[config.mk]
export PLATFORM = sky130hd
export DESIGN_NAME = shstk_claim_push
export DESIGN_NICKNAME = d
export VERILOG_FILES = /design/src/rtl/shstk_pkg.sv /design/src/rtl/shstk_ctrl.sv /design/src/rtl/shstk_dp.sv /design/src/rtl/shstk_claim_push.sv
export SDC_FILE = /design/constraint.sdc
export NUM_CORES = 1
export LEC_CHECK = 0
export BUFFER_PORTS_ARGS = -buffer_cell sky130_fd_sc_hd__clkbuf_2
export CORE_ASPECT_RATIO = 0.8
export CORE_MARGIN = 3
export CORE_UTILIZATION = 45
export DETAILED_ROUTE_END_ITERATION = 8
export GPL_TIMING_DRIVEN = 0
export HOLD_SLACK_MARGIN = 0.06
export PLACE_DENSITY = 0.76
export SYNTH_ARGS = -nofsm -noshare
export SYNTH_HDL_FRONTEND = slang
export SYNTH_SLANG_ARGS = --single-unit
[constraint.sdc]
create_clock -name clk -period 8.6 [get_ports clk]
set_clock_uncertainty 0.15 [all_clocks]
set_input_delay 1.72 -clock clk [delete_from_list [all_inputs] [get_ports clk]]
set_output_delay 1.72 -clock clk [all_outputs]
set_load 0.01 [all_outputs]
[src/rtl/shstk_pkg.sv]
package shstk_pkg;
  localparam int SSP_W        = 64;
  localparam int CS_W         = 16;
  localparam int REC_BYTES    = 8;
  localparam int REC_NUM      = 3;
  localparam int REGION_BYTES = 32;
  localparam int LOW_HALF_W   = 32;
  localparam int FRAME_BYTES  = REC_BYTES * REC_NUM;
  localparam int OFS_W        = $clog2(REGION_BYTES);
  localparam int ALIGN_W      = $clog2(REC_BYTES);
  localparam int CNT_W        = $clog2(REC_NUM);

  typedef enum logic [1:0] {
    MEM_NONE  = 2'b00,
    MEM_WRITE = 2'b01,
    MEM_CAS   = 2'b10
  } memOp_e;

  typedef struct packed {
    logic             load;
    logic             issueCas;
    logic             issueWr;
    logic [CNT_W-1:0] recSel;
    logic             finOk;
    logic             finFault;
  } ctrlStrobe_t;
endpackage

[src/rtl/shstk_ctrl.sv]
module shstk_ctrl
  import shstk_pkg::*;
(
  input  logic        clk,
  input  logic        rstN,
  input  logic        start,
  input  logic        chkFail,
  input  logic        casMismatch,
  input  logic        isUser,
  input  logic        memRvalid,
  output ctrlStrobe_t strb
);
  typedef enum logic [1:0] {ST_IDLE, ST_CHECK, ST_WAIT_CAS, ST_WAIT_WR} state_e;

  state_e           state, stateNext;
  logic [CNT_W-1:0] recCnt, recCntNext;
  logic             waiting;

  always_ff @(posedge clk) begin
    if (!rstN) begin
      state  <= ST_IDLE;
      recCnt <= '0;
    end else begin
      state  <= stateNext;
      recCnt <= recCntNext;
    end
  end

  always_comb begin
    stateNext  = state;
    recCntNext = recCnt;
    strb       = '0;
    case (state)
      ST_IDLE: begin
        if (start) begin
          strb.load = 1'b1;
          stateNext = ST_CHECK;
        end
      end
      ST_CHECK: begin
        if (chkFail) begin
          strb.finFault = 1'b1;
          stateNext     = ST_IDLE;
        end else begin
          strb.issueCas = 1'b1;
          stateNext     = ST_WAIT_CAS;
        end
      end
      ST_WAIT_CAS: begin
        if (memRvalid) begin
          if (casMismatch) begin
            strb.finFault = 1'b1;
            stateNext     = ST_IDLE;
          end else if (isUser) begin
            strb.finOk = 1'b1;
            stateNext  = ST_IDLE;
          end else begin
            strb.issueWr = 1'b1;
            strb.recSel  = '0;
            recCntNext   = '0;
            stateNext    = ST_WAIT_WR;
          end
        end
      end
      ST_WAIT_WR: begin
        if (memRvalid) begin
          if (recCnt == CNT_W'(REC_NUM - 1)) begin
            strb.finOk = 1'b1;
            stateNext  = ST_IDLE;
          end else begin
            strb.issueWr = 1'b1;
            strb.recSel  = recCnt + 1'b1;
            recCntNext   = recCnt + 1'b1;
          end
        end
      end
      default: stateNext = ST_IDLE;
    endcase
  end

  assign waiting = (state == ST_WAIT_CAS) || (state == ST_WAIT_WR);

  // a new request is only issued once the previous one was answered
  a_r8_one_outstanding: assert property (@(posedge clk) disable iff (!rstN)
    (waiting && !memRvalid) |-> !(strb.issueCas || strb.issueWr));

  // a user entry never reaches the push phase
  a_r7_user_no_push: assert property (@(posedge clk) disable iff (!rstN)
    (state == ST_WAIT_CAS && isUser) |-> !strb.issueWr);
endmodule

[src/rtl/shstk_dp.sv]
module shstk_dp
  import shstk_pkg::*;
(
  input  logic             clk,
  input  logic             rstN,
  input  ctrlStrobe_t      strb,
  input  logic [SSP_W-1:0] newSsp,
  input  logic             longMode,
  input  logic             fromUser,
  input  logic [CS_W-1:0]  oldCs,
  input  logic [SSP_W-1:0] oldLip,
  input  logic [SSP_W-1:0] oldSsp,
  input  logic [SSP_W-1:0] memRdata,
  output logic             chkFail,
  output logic             casMismatch,
  output logic             isUser,
  output logic             memReq,
  output logic [1:0]       memOp,
  output logic [SSP_W-1:0] memAddr,
  output logic [SSP_W-1:0] memWdata,
  output logic [SSP_W-1:0] memCmp,
  output logic             done,
  output logic             gpFault,
  output logic [SSP_W-1:0] finalSsp
);
  localparam logic [SSP_W-1:0] REGION_MASK = ~SSP_W'(REGION_BYTES - 1);
  localparam logic [SSP_W-1:0] BUSY_BIT    = SSP_W'(1);

  logic [SSP_W-1:0] tokAddr, ptr, ptrNext, frameLow, recData;
  logic [SSP_W-1:0] lipReg, oldSspReg;
  logic [CS_W-1:0]  csReg;
  logic             lmReg;
  logic             misaligned, crossRegion, highSet;

  always_ff @(posedge clk) begin
    if (!rstN) begin
      tokAddr   <= '0;
      ptr       <= '0;
      lipReg    <= '0;
      oldSspReg <= '0;
      csReg     <= '0;
      lmReg     <= 1'b0;
      isUser    <= 1'b0;
    end else if (strb.load) begin
      tokAddr   <= newSsp;
      ptr       <= newSsp;
      lipReg    <= oldLip;
      oldSspReg <= oldSsp;
      csReg     <= oldCs;
      lmReg     <= longMode;
      isUser    <= fromUser;
    end else if (strb.issueWr) begin
      ptr <= ptrNext;
    end
  end

  // pointer checks
  assign frameLow    = tokAddr - SSP_W'(FRAME_BYTES);
  assign misaligned  = |tokAddr[ALIGN_W-1:0];
  assign crossRegion = (tokAddr & REGION_MASK) != (frameLow & REGION_MASK);
  assign highSet     = !lmReg && (|tokAddr[SSP_W-1:LOW_HALF_W]);
  assign chkFail     = misaligned || crossRegion || highSet;

  assign ptrNext     = ptr - SSP_W'(REC_BYTES);
  assign casMismatch = memRdata != memCmp;

  always_comb begin
    case (strb.recSel)
      CNT_W'(0): recData = {{(SSP_W-CS_W){1'b0}}, csReg};
      CNT_W'(1): recData = lipReg;
      default:   recData = oldSspReg;
    endcase
  end

  // memory request registers
  always_ff @(posedge clk) begin
    if (!rstN) begin
      memReq   <= 1'b0;
      memOp    <= MEM_NONE;
      memAddr  <= '0;
      memWdata <= '0;
      memCmp   <= '0;
    end else begin
      memReq <= strb.issueCas || strb.issueWr;
      if (strb.issueCas) begin
        memOp    <= MEM_CAS;
        memAddr  <= tokAddr;
        memCmp   <= tokAddr & ~BUSY_BIT;
        memWdata <= tokAddr | BUSY_BIT;
      end else if (strb.issueWr) begin
        memOp    <= MEM_WRITE;
        memAddr  <= ptrNext;
        memWdata <= recData;
      end else begin
        memOp <= MEM_NONE;
      end
    end
  end

  // completion registers
  always_ff @(posedge clk) begin
    if (!rstN) begin
      done     <= 1'b0;
      gpFault  <= 1'b0;
      finalSsp <= '0;
    end else begin
      done <= strb.finOk || strb.finFault;
      if (strb.load)          gpFault <= 1'b0;
      else if (strb.finFault) gpFault <= 1'b1;
      if (strb.finOk) finalSsp <= ptr;
    end
  end

  // a locked claim is only sent to an aligned address
  a_r2_cas_aligned: assert property (@(posedge clk) disable iff (!rstN)
    (memReq && memOp == MEM_CAS) |-> (memAddr[ALIGN_W-1:0] == '0));

  // token offset leaves room for the frame inside its window
  a_r3_cas_offset: assert property (@(posedge clk) disable iff (!rstN)
    (memReq && memOp == MEM_CAS) |-> (memAddr[OFS_W-1:0] >= OFS_W'(FRAME_BYTES)));

  // outside 64-bit mode the claim address sits below 4 GiB
  a_r4_cas_low_half: assert property (@(posedge clk) disable iff (!rstN)
    (memReq && memOp == MEM_CAS && !lmReg) |-> (memAddr[SSP_W-1:LOW_HALF_W] == '0));

  // pushed records stay below the token inside the window
  a_r6_push_in_frame: assert property (@(posedge clk) disable iff (!rstN)
    (memReq && memOp == MEM_WRITE) |-> (memAddr[OFS_W-1:0] < OFS_W'(FRAME_BYTES)));

  // done and memReq are single-cycle pulses
  a_r8_done_pulse: assert property (@(posedge clk) disable iff (!rstN)
    done |=> !done);
  a_r8_req_pulse: assert property (@(posedge clk) disable iff (!rstN)
    memReq |=> !memReq);

  // a fault never moves the final pointer, and no request follows it
  a_r9_fault_keeps_ssp: assert property (@(posedge clk) disable iff (!rstN)
    $rose(gpFault) |-> $stable(finalSsp));
  a_r5_no_req_after_fault: assert property (@(posedge clk) disable iff (!rstN)
    gpFault |-> !memReq);
endmodule

[src/rtl/shstk_claim_push.sv]
module shstk_claim_push
  import shstk_pkg::*;
(
  input  logic             clk,
  input  logic             rstN,
  input  logic             start,
  input  logic [SSP_W-1:0] newSsp,
  input  logic             longMode,
  input  logic             fromUser,
  input  logic [CS_W-1:0]  oldCs,
  input  logic [SSP_W-1:0] oldLip,
  input  logic [SSP_W-1:0] oldSsp,
  output logic             memReq,
  output logic [1:0]       memOp,
  output logic [SSP_W-1:0] memAddr,
  output logic [SSP_W-1:0] memWdata,
  output logic [SSP_W-1:0] memCmp,
  input  logic             memRvalid,
  input  logic [SSP_W-1:0] memRdata,
  output logic             done,
  output logic             gpFault,
  output logic [SSP_W-1:0] finalSsp
);
  ctrlStrobe_t strb;
  logic        chkFail, casMismatch, isUser;

  shstk_ctrl u_ctrl (
    .clk         (clk),
    .rstN        (rstN),
    .start       (start),
    .chkFail     (chkFail),
    .casMismatch (casMismatch),
    .isUser      (isUser),
    .memRvalid   (memRvalid),
    .strb        (strb)
  );

  shstk_dp u_dp (
    .clk         (clk),
    .rstN        (rstN),
    .strb        (strb),
    .newSsp      (newSsp),
    .longMode    (longMode),
    .fromUser    (fromUser),
    .oldCs       (oldCs),
    .oldLip      (oldLip),
    .oldSsp      (oldSsp),
    .memRdata    (memRdata),
    .chkFail     (chkFail),
    .casMismatch (casMismatch),
    .isUser      (isUser),
    .memReq      (memReq),
    .memOp       (memOp),
    .memAddr     (memAddr),
    .memWdata    (memWdata),
    .memCmp      (memCmp),
    .done        (done),
    .gpFault     (gpFault),
    .finalSsp    (finalSsp)
  );
endmodule

== Yosys cells after proc, flatten, opt, wreduce, memory -nomap -nowiden ==
Index checks and enable logic that the tools add are counted.
Storage, ports and cells
  register bits after elaboration: 538
  latch bits: 0
  memory bits (writable): 0
  ROM bits: 0
  bits of input ports: 278
  output and inout port bits: 261
  memories: 0
Cells by class
  add/sub/neg operators: 3
  $mul: 0
  divide/modulo/power cells: 0
  order comparisons: 0
  equal/unequal tests: 14
  shift-type cells: 0
  muxes and demuxes: 37
  bitwise logic cells: 1
  reductions and logical operators: 17
Operator list (count)
  two-way mux 64 bit: 5
  case mux 64 bit (2 select lines): 1
  inequality test 64 bit: 1
  subtractor 64 x 4 -> 64 bit (second input constant): 1
  subtractor 64 x 5 -> 64 bit (second input constant): 1
  inequality test 59 bit: 1
  OR reduction 32 bit: 1
  two-way mux 2 bit: 13
  inequality test 2 bit (second input constant): 6
  two-way mux 1 bit: 9
  two-way mux 4 bit: 2
  case mux 2 bit (4 select lines): 1
  case mux 4 bit (2 select lines): 1
  equality test 2 bit (second input constant): 3
  two-way mux 3 bit: 2
  AND reduction 6 bit: 1
  nonzero test 2 bit: 3
  two-way mux 5 bit: 1
  equality test 2 x 1 -> 1 bit (second input constant): 2
  zero test 2 bit: 2
  logical OR 1 bit: 4
  case mux 2 bit (2 select lines): 1
  AND reduction 4 bit: 1
  OR reduction 2 bit: 2
  7 further kinds: 7

== Depth between registers and ports, before layout ==
Gate-level depths: netlist of the first run.
  depth in word-level cells: 8
  depth in mapped cells: 11
  mapped depth without buffers: 9

== Cells and area by module ==
From an unflattened synthesis of the first run, not the netlist that was laid out.
Second synthesis, totals
  cell total of the unflattened synthesis: 2699
  area total of the unflattened synthesis: 24043.1 um2
By module, submodules not included
  shstk_dp: instances 1, cells each 2645, area an instance 23585.1 um2
  shstk_ctrl: instances 1, cells each 54, area an instance 457.9 um2

== Worst setup path before layout of the first run ==
OpenSTA, ideal clock, no wires.
  kind: input to register
  start point: input port memRdata[31]
  end point: register u_dp.memWdata[40]
  data arrival time: 3894 ps
  data required time: 8328 ps
  slack: 4434 ps
  cell stages on the path: 11
  path buffers: 4
  cell sequence: inv_1 > a22o_1 > a2111oi_0 > and4_1 > clkbuf_1 > nand3_1 > and2_1 > clkbuf_1 > clkbuf_1 > clkbuf_1 > a311o_1
On the way
  cells in the longest elaborated chain, start to end: 8
RTL lines
  start, declared: line shstk_claim_push.sv:19  | input logic [SSP_W-1:0] memRdata,
  inequality test 64 bit *: line shstk_dp.sv:65  | assign casMismatch = memRdata != memCmp;
  two-way mux 4 bit *: line shstk_ctrl.sv:51  | if (casMismatch) begin
  two-way mux 5 bit *: line shstk_ctrl.sv:50  | if (memRvalid) begin
  case mux 4 bit (2 select lines) *: line shstk_ctrl.sv:33  | case (state)
  equality test 2 x 1 -> 1 bit / zero test 2 bit (equally long branches): line shstk_dp.sv:68  | case (strb.recSel)
  case mux 64 bit (2 select lines): line shstk_dp.sv:68
  two-way mux 64 bit: line shstk_dp.sv:90  | end else if (strb.issueWr) begin
  two-way mux 64 bit: line shstk_dp.sv:85  | if (strb.issueCas) begin
  end signal, assigned: line shstk_dp.sv:89  | memWdata <= tokAddr | BUSY_BIT;
  end signal, assigned: line shstk_dp.sv:93  | memWdata <= recData;
  end, declared: line shstk_dp.sv:20  | output logic [SSP_W-1:0] memWdata,
Every way passes the cells marked *; elsewhere a longest branch is shown, timed or not. The select of a mux whose other input is x is not followed.
A chain may end at the register's enable or synchronous reset.

== Worst setup path after layout of the first run ==
  start point: input port memRdata[42]
  end point: register u_dp.memAddr[35]
On the way
  cells in the longest elaborated chain, start to end: 5
RTL lines
  inequality test 64 bit: line shstk_dp.sv:65
  two-way mux 4 bit: line shstk_ctrl.sv:51
  two-way mux 5 bit: line shstk_ctrl.sv:50
  case mux 4 bit (2 select lines): line shstk_ctrl.sv:33
  nonzero test 2 bit (no source line)
  end signal, assigned: line shstk_dp.sv:87  | memAddr <= tokAddr;
  end signal, assigned: line shstk_dp.sv:92  | memAddr <= ptrNext;
  end, declared: line shstk_dp.sv:19  | output logic [SSP_W-1:0] memAddr,
Every way passes these cells.

==> metrics.cfg, run 1 <==
[outcome]
outcome=finished, final reports clean

[sta]
max_clock_freq_mhz=178
hold_viol=0
finalSetupViolCount=0
max_slew_margin=0.122
fin_crit_sh=0.653
final.setup.tns_ps=0
worstMarginPinSlew_ps=1320
fin_crit_ps=5620
finalMaxSlewViolations=0
rsz0062_at_grt=false

[detailed_routing]
routed_wl_mm=116
vias_per_cell=6.18
vias=26355
drt_iter0_drc=3730
wire_per_inst_um=27.1
first_pass_iters=8
drc=0
ant_nets=0

[clock_network]
clk_pin_slew_worst_paths_ps=70
clockBufferDepth=3
clk_latency_ps=640
clockRootBuffer=clkbuf_16
htreeDepth=2
post_cts_buffers=0
cts_buffers=53
tritoncts=done
cts_resized=0
hold_buffers=0
clock_sinks=538

[synthesis]
synthTopCellsByArea=dfxtp_1 45%, nand2_1 9.9%, a21oi_1 6.4%
synth_cell_types=81
syn_area_per_cell_um2=8.15
synth_seq_area_share=0.450
ys_top_cells_by_count=629 x nand2_1, 538 x dfxtp_1, 307 x a21oi_1
async_flop_share=0
syn_area_um2=24000
syn_nets=3225
ys_ff_latch=538
synth_top_area_frac=0.450
ys.flop_type=dfxtp_1
synth-warning-count=0
synth_cells=2938
synth_most_common_cell=nand2_1
synth_edf_count=0
yosysTopAreaCell=dfxtp_1

[placed_design]
dp_hpwl_mm=92.3
dpl.cell_count=4159
gp_congestion=1.03
port_buffers=537

[floorplan]
die_w_um=264
placementRows=74
die-area_um2=56000
initial_utilization=0.462
ios=539
die_h_um=212
coreArea_um2=51800

[layout]
syn2layout_area_growth_pct=22.4
fillers=5056
nets=3817
drive_gt1_frac=0.194
stdcell_count=4266

[flow_run]
maxCapViolCount=0

[setup_path]
cp_common_cell=clkbuf_1
crit_required_ps=8940
r2r_cells=9
crit_path_start_kind=primary input
cpMaxStageDelayCell=nor4_4
cp_cell_sequence=clkbuf_2, xnor2_1, nand4_1, nor4_4, nand3_1, clkbuf_1, clkbuf_1, clkbuf_1, nand4_1, o311ai_0
crit_type=in2reg
slowest_delay_ps=970
crit_fanout=10
worstPathArrival_ps=5950
crit_path_end_kind=flip-flop

[global_routing]
grt.total_usage=0.391
grt_pass1_vias=23967
grt_pass1_wl_mm=161
antenna_found_initial=14
gr-total-overflow=0
grt_max_degree=15

[pwr]
p_leak_nw=11.1
powerDensity_nw_per_um2=199
fin_total_pwr_w=0.00583
peakVddDrop_v=0.000196

[min_path]
min_path_type=reg2reg
min_path_cells=2

## routing by layer
| layer | track usage | up-vias | wire (µm) |
|---|---|---|---|
| li1 | - | 11641 | - |
| met1 | 0.508 | 12480 | 44400 |
| met2 | 0.582 | 1884 | 48500 |
| met3 | 0.135 | 340 | 16400 |
| met4 | 0.191 | 10 | 6310 |
| met5 | 0 | - | 66 |
## placed cells by master (no fill, tap or decap), types with 13 or more instances in the layout
cell type	Yosys	routed
nand4_1	114	114
mux2i_1	77	77
nor2_1	157	157
nor3b_1	13	13
a211oi_1	37	37
o21ai_0	56	56
nand2_1	629	629
xnor2_1	55	55
clkbuf_1	232	245
o311ai_0	68	68
buf_2	22	22
o31ai_1	15	15
clkbuf_16	0	53
a22oi_1	55	55
xor2_1	52	52
nor3_1	51	51
inv_1	28	28
buf_1	30	30
nand3_1	55	55
dfxtp_1	538	538
clkbuf_8	0	18
or3_1	34	34
a31oi_1	63	63
a21oi_1	307	307
clkbuf_2	0	537
nor4_1	31	31
o311ai_1	18	18
and3_1	15	15
## kinds of logic after synthesis
| logic type | after synthesis | synth area share |
|---|---|---|
| AOI/OAI and AO/OA | 697 | 0.186 |
| xor gates and xnor gates | 107 | 0.0391 |
| adders and majority gates | 9 | 0.00470 |
| buffers and inverters | 322 | 0.0535 |
| DFF | 538 | 0.450 |
| muxes | 85 | 0.0359 |
| other | 1 | 0.000157 |
| and+or+nand+nor | 1179 | 0.230 |
## through the flow
step            util  setup slack [ps]  hold slack (ps)  area, µm²
2_1_floorplan      -              4430              283      24000
6_report       0.565              2980              306      29300
4_1_cts        0.565              3190              304      29300
3_3_place_gp   0.530              2490              291      27500
3_5_place_dp   0.530              2540              296      27500
5_1_grt        0.565              3050              319      29300
## flip-flops by register name (all words and copies together) (netlist names)
name / cells
u_dp.memAddr: 64
u_dp.done: 1
u_dp.ptr: 64
u_dp.gpFault: 1
u_dp.memCmp: 63
u_ctrl.state: 2
u_dp.tokAddr: 64
u_dp.isUser: 1
u_dp.csReg: 16
u_dp.lipReg: 64
u_dp.memOp: 2
u_dp.memReq: 1
u_dp.memWdata: 64
u_dp.lmReg: 1
u_dp.finalSsp: 64
u_dp.oldSspReg: 64
u_ctrl.recCnt: 2
## where the power goes
group          internal (W)  total (W)  switching (W)
Combinational      0.000230   0.000710       0.000480
Clock               0.00139    0.00244        0.00106
Sequential          0.00259    0.00268      0.0000885
Total               0.00421    0.00583        0.00162
## layout make-up
type                            count  area [µm²]  area share
Antenna cell                        8        20.0    0.000683
Clock buffer                       84        1620      0.0554
Clock inverter                     15         175     0.00598
Buffer                            293        1170      0.0400
Multi-Input combinational cell   2078       11900       0.406
Sequential cell                   538       10800       0.367
Tap cell                          684         856      0.0292
Timing Repair Buffer              537        2690      0.0917
Inverter                           29         109     0.00371
## critical path: cells and delay by family
kind / cells / cell delay (ps)
AO/OA/AOI/OAI: 1 / 130
buffers and inverters: 4 / 1700
AND/OR/NAND/NOR: 4 / 1850
XOR/XNOR: 1 / 520
## worst paths after layout
kind | from | end | slack, ps
max | memRdata[42] | u_dp.memAddr[35] | 2980
min | u_dp.lipReg[39] | u_dp.lipReg[39] | 310
max reg2reg | u_dp.memCmp[42] | u_dp.memAddr[35] | 3720
min reg2reg | u_dp.lipReg[39] | u_dp.lipReg[39] | 310
No activity file was read; power rests on OpenSTA's default activity.
==> inputs of run 2 (changes only) <==
PLACE_DENSITY = 0.79   (was 0.76)
clock period = 4.85 ns   (was 8.6 ns; I/O delays follow)
==> run 2 against run 1 <==
Net effect:
- via count rose by 1.2%
- largest cell class unchanged
- highest routed layer unchanged
- global-route usage rose by 0.38 points
- count of clock-buffer cells in the layout fell by 5
==> metrics.cfg, run 2 (synthesized netlist as in run 1, its figures left out) <==
[floorplan]
die-area_um2=56000  ; unchanged
coreArea_um2=51800  ; unchanged
ios=539  ; unchanged
placementRows=74  ; unchanged
die_h_um=212  ; unchanged
initial_utilization=0.462  ; unchanged
die_w_um=264  ; unchanged

[placed_design]
placed_area_um2=27500  ; unchanged
dp_hpwl_mm=92.8  ; +0.60%
gp_congestion=1.03  ; +0.72%
port_buffers=537  ; unchanged

[setup_path]
crit_path_end_kind=flip-flop
crit_path_start_kind=flip-flop
crit_fanout=10  ; unchanged
slowest_delay_ps=850  ; -120 ps
cpMaxStageDelayCell=nor4_4
crit_required_ps=5160  ; -3780 ps
cp_common_cell=clkbuf_1
cp_cell_sequence=xor2_1, nor4_1, nand4_1, nor4_4, nand3_1, clkbuf_1, clkbuf_1, clkbuf_1, nand4_1, o311ai_0
worstPathArrival_ps=4920  ; -1030 ps
crit_type=reg2reg
reg2reg_slack_ps=240  ; -3480 ps

[global_routing]
grt_pass1_wl_mm=163  ; +1.1%
gr-total-overflow=0  ; unchanged
grt.total_usage=0.395  ; +0.00381
grt_pass1_vias=23802  ; -0.69%
antenna_found_initial=10  ; -4
grt_max_degree=15  ; unchanged

[clock_network]
clock_sinks=538  ; unchanged
htreeDepth=2  ; unchanged
clk_latency_ps=630  ; about the same
hold_buffers=0  ; unchanged
tritoncts=done
cts_buffers=54  ; +1.9%
clk_pin_slew_worst_paths_ps=60  ; about the same
clockRootBuffer=clkbuf_16
cts_resized=0  ; unchanged
post_cts_buffers=0  ; unchanged
clockBufferDepth=3  ; unchanged

[sta]
final.setup.tns_ps=0  ; unchanged
finalSetupViolCount=0  ; unchanged
finalMaxSlewViolations=0  ; unchanged
fin_crit_sh=0.950
rsz0062_at_grt=false
max_slew_margin=0.0457  ; -0.0768
worstMarginPinSlew_ps=1430  ; +115 ps
fin_crit_ps=4610
hold_viol=0  ; unchanged
max_clock_freq_mhz=217

[pwr]
powerDensity_nw_per_um2=355  ; +78%
p_leak_nw=11.1  ; +0.18%
peakVddDrop_v=0.000296  ; +51%

[detailed_routing]
ant_nets=0  ; unchanged
drt_iter0_drc=4181  ; +12%
routed_wl_mm=117  ; +1.3%
first_pass_iters=6  ; -2
drc=0  ; unchanged
vias=26670  ; +1.2%
wire_per_inst_um=27.5  ; +1.3%
vias_per_cell=6.25  ; +1.2%

[layout]
design_area_um2=29300  ; about the same
layout_common_cells=629 x nand2_1, 538 x clkbuf_2, 538 x dfxtp_1
fillers=4997  ; -1.2%
nets=3817  ; unchanged
layout_commonest_cell=nand2_1
drive_gt1_frac=0.195  ; +0.000443
syn2layout_area_growth_pct=22.5  ; about the same

[min_path]
min_path_type=reg2reg

[outcome]
outcome=finished, final reports clean

[flow_run]
maxCapViolCount=0  ; unchanged

==> run 2: cell types whose count changed in the layout (fill, tap and decap cells not counted), sizes merged <==
| cell | delta |
|---|---|
| bufinv | +2 |
| clkinv | +4 |
| diode | +1 |
| inv | -2 |
| clkinvlp | -1 |
| clkbuf | -6 |
==> run 2: final cells by class <==
type	instances	area, µm²	share of cell area
flip-flops and latches	538	10800	0.367
plain buffers	292	1170	0.0399
diodes	9	22.5	0.000768
well taps	684	856	0.0292
clock inverters	18	241	0.00823
multi-input cells	2078	11900	0.406
repair buffers	537	2690	0.0916
inverters	29	109	0.00371
clock buffers	79	1590	0.0540
==> run 2: stage by stage <==
| step | std cells | power (W) | worst slack [ps] | hold slack (ps) | utilization |
|---|---|---|---|---|---|
| final | 4264 | 0.0104 | 240 | 305 | 0.566 |
| after floorplan | 2938 | 0.00551 | 1430 | 283 | - |
| after CTS | 4256 | 0.0103 | 200 | 305 | 0.566 |
| after detailed placement | 4159 | 0.00604 | -381 | 297 | 0.530 |
| after global placement | 4159 | 0.00602 | -410 | 291 | 0.530 |
| after global routing | 4260 | 0.0107 | 98.1 | 315 | 0.566 |
==> run 2: final timing paths <==
check | from | endpoint | depth (start not counted)
worst min-delay path | u_dp.lipReg[35] | u_dp.lipReg[35] | 2
worst min register to register | u_dp.lipReg[35] | u_dp.lipReg[35] | 2
worst max register to register | u_dp.memCmp[61] | u_dp.memWdata[17] | 10
worst max-delay path | u_dp.memCmp[61] | u_dp.memWdata[17] | 10
==> run 2: layer usage <==
metal,global-route usage,share of wire,vias up
met3,0.128,0.15,376
met1,0.512,0.37,12663
met5,0,0.00012,-
met4,0.196,0.060,2
met2,0.593,0.42,1968
li1,-,-,11661
==> run 2: critical path, delay by kind of cell (launching register included) <==
| kind | cells | cell delay, ps |
|---|---|---|
| XOR/XNOR | 1 | 190 |
| buffers and inverters | 3 | 1440 |
| flip-flops | 1 | 610 |
| AO/OA/AOI/OAI | 1 | 150 |
| AND/OR/NAND/NOR | 5 | 1870 |
==> run 2: where the power goes <==
group | switching (W) | internal [W]
registers | 0.000157 | 0.00460
clock network | 0.00187 | 0.00253
logic | 0.000854 | 0.000407
total | 0.00288 | 0.00753
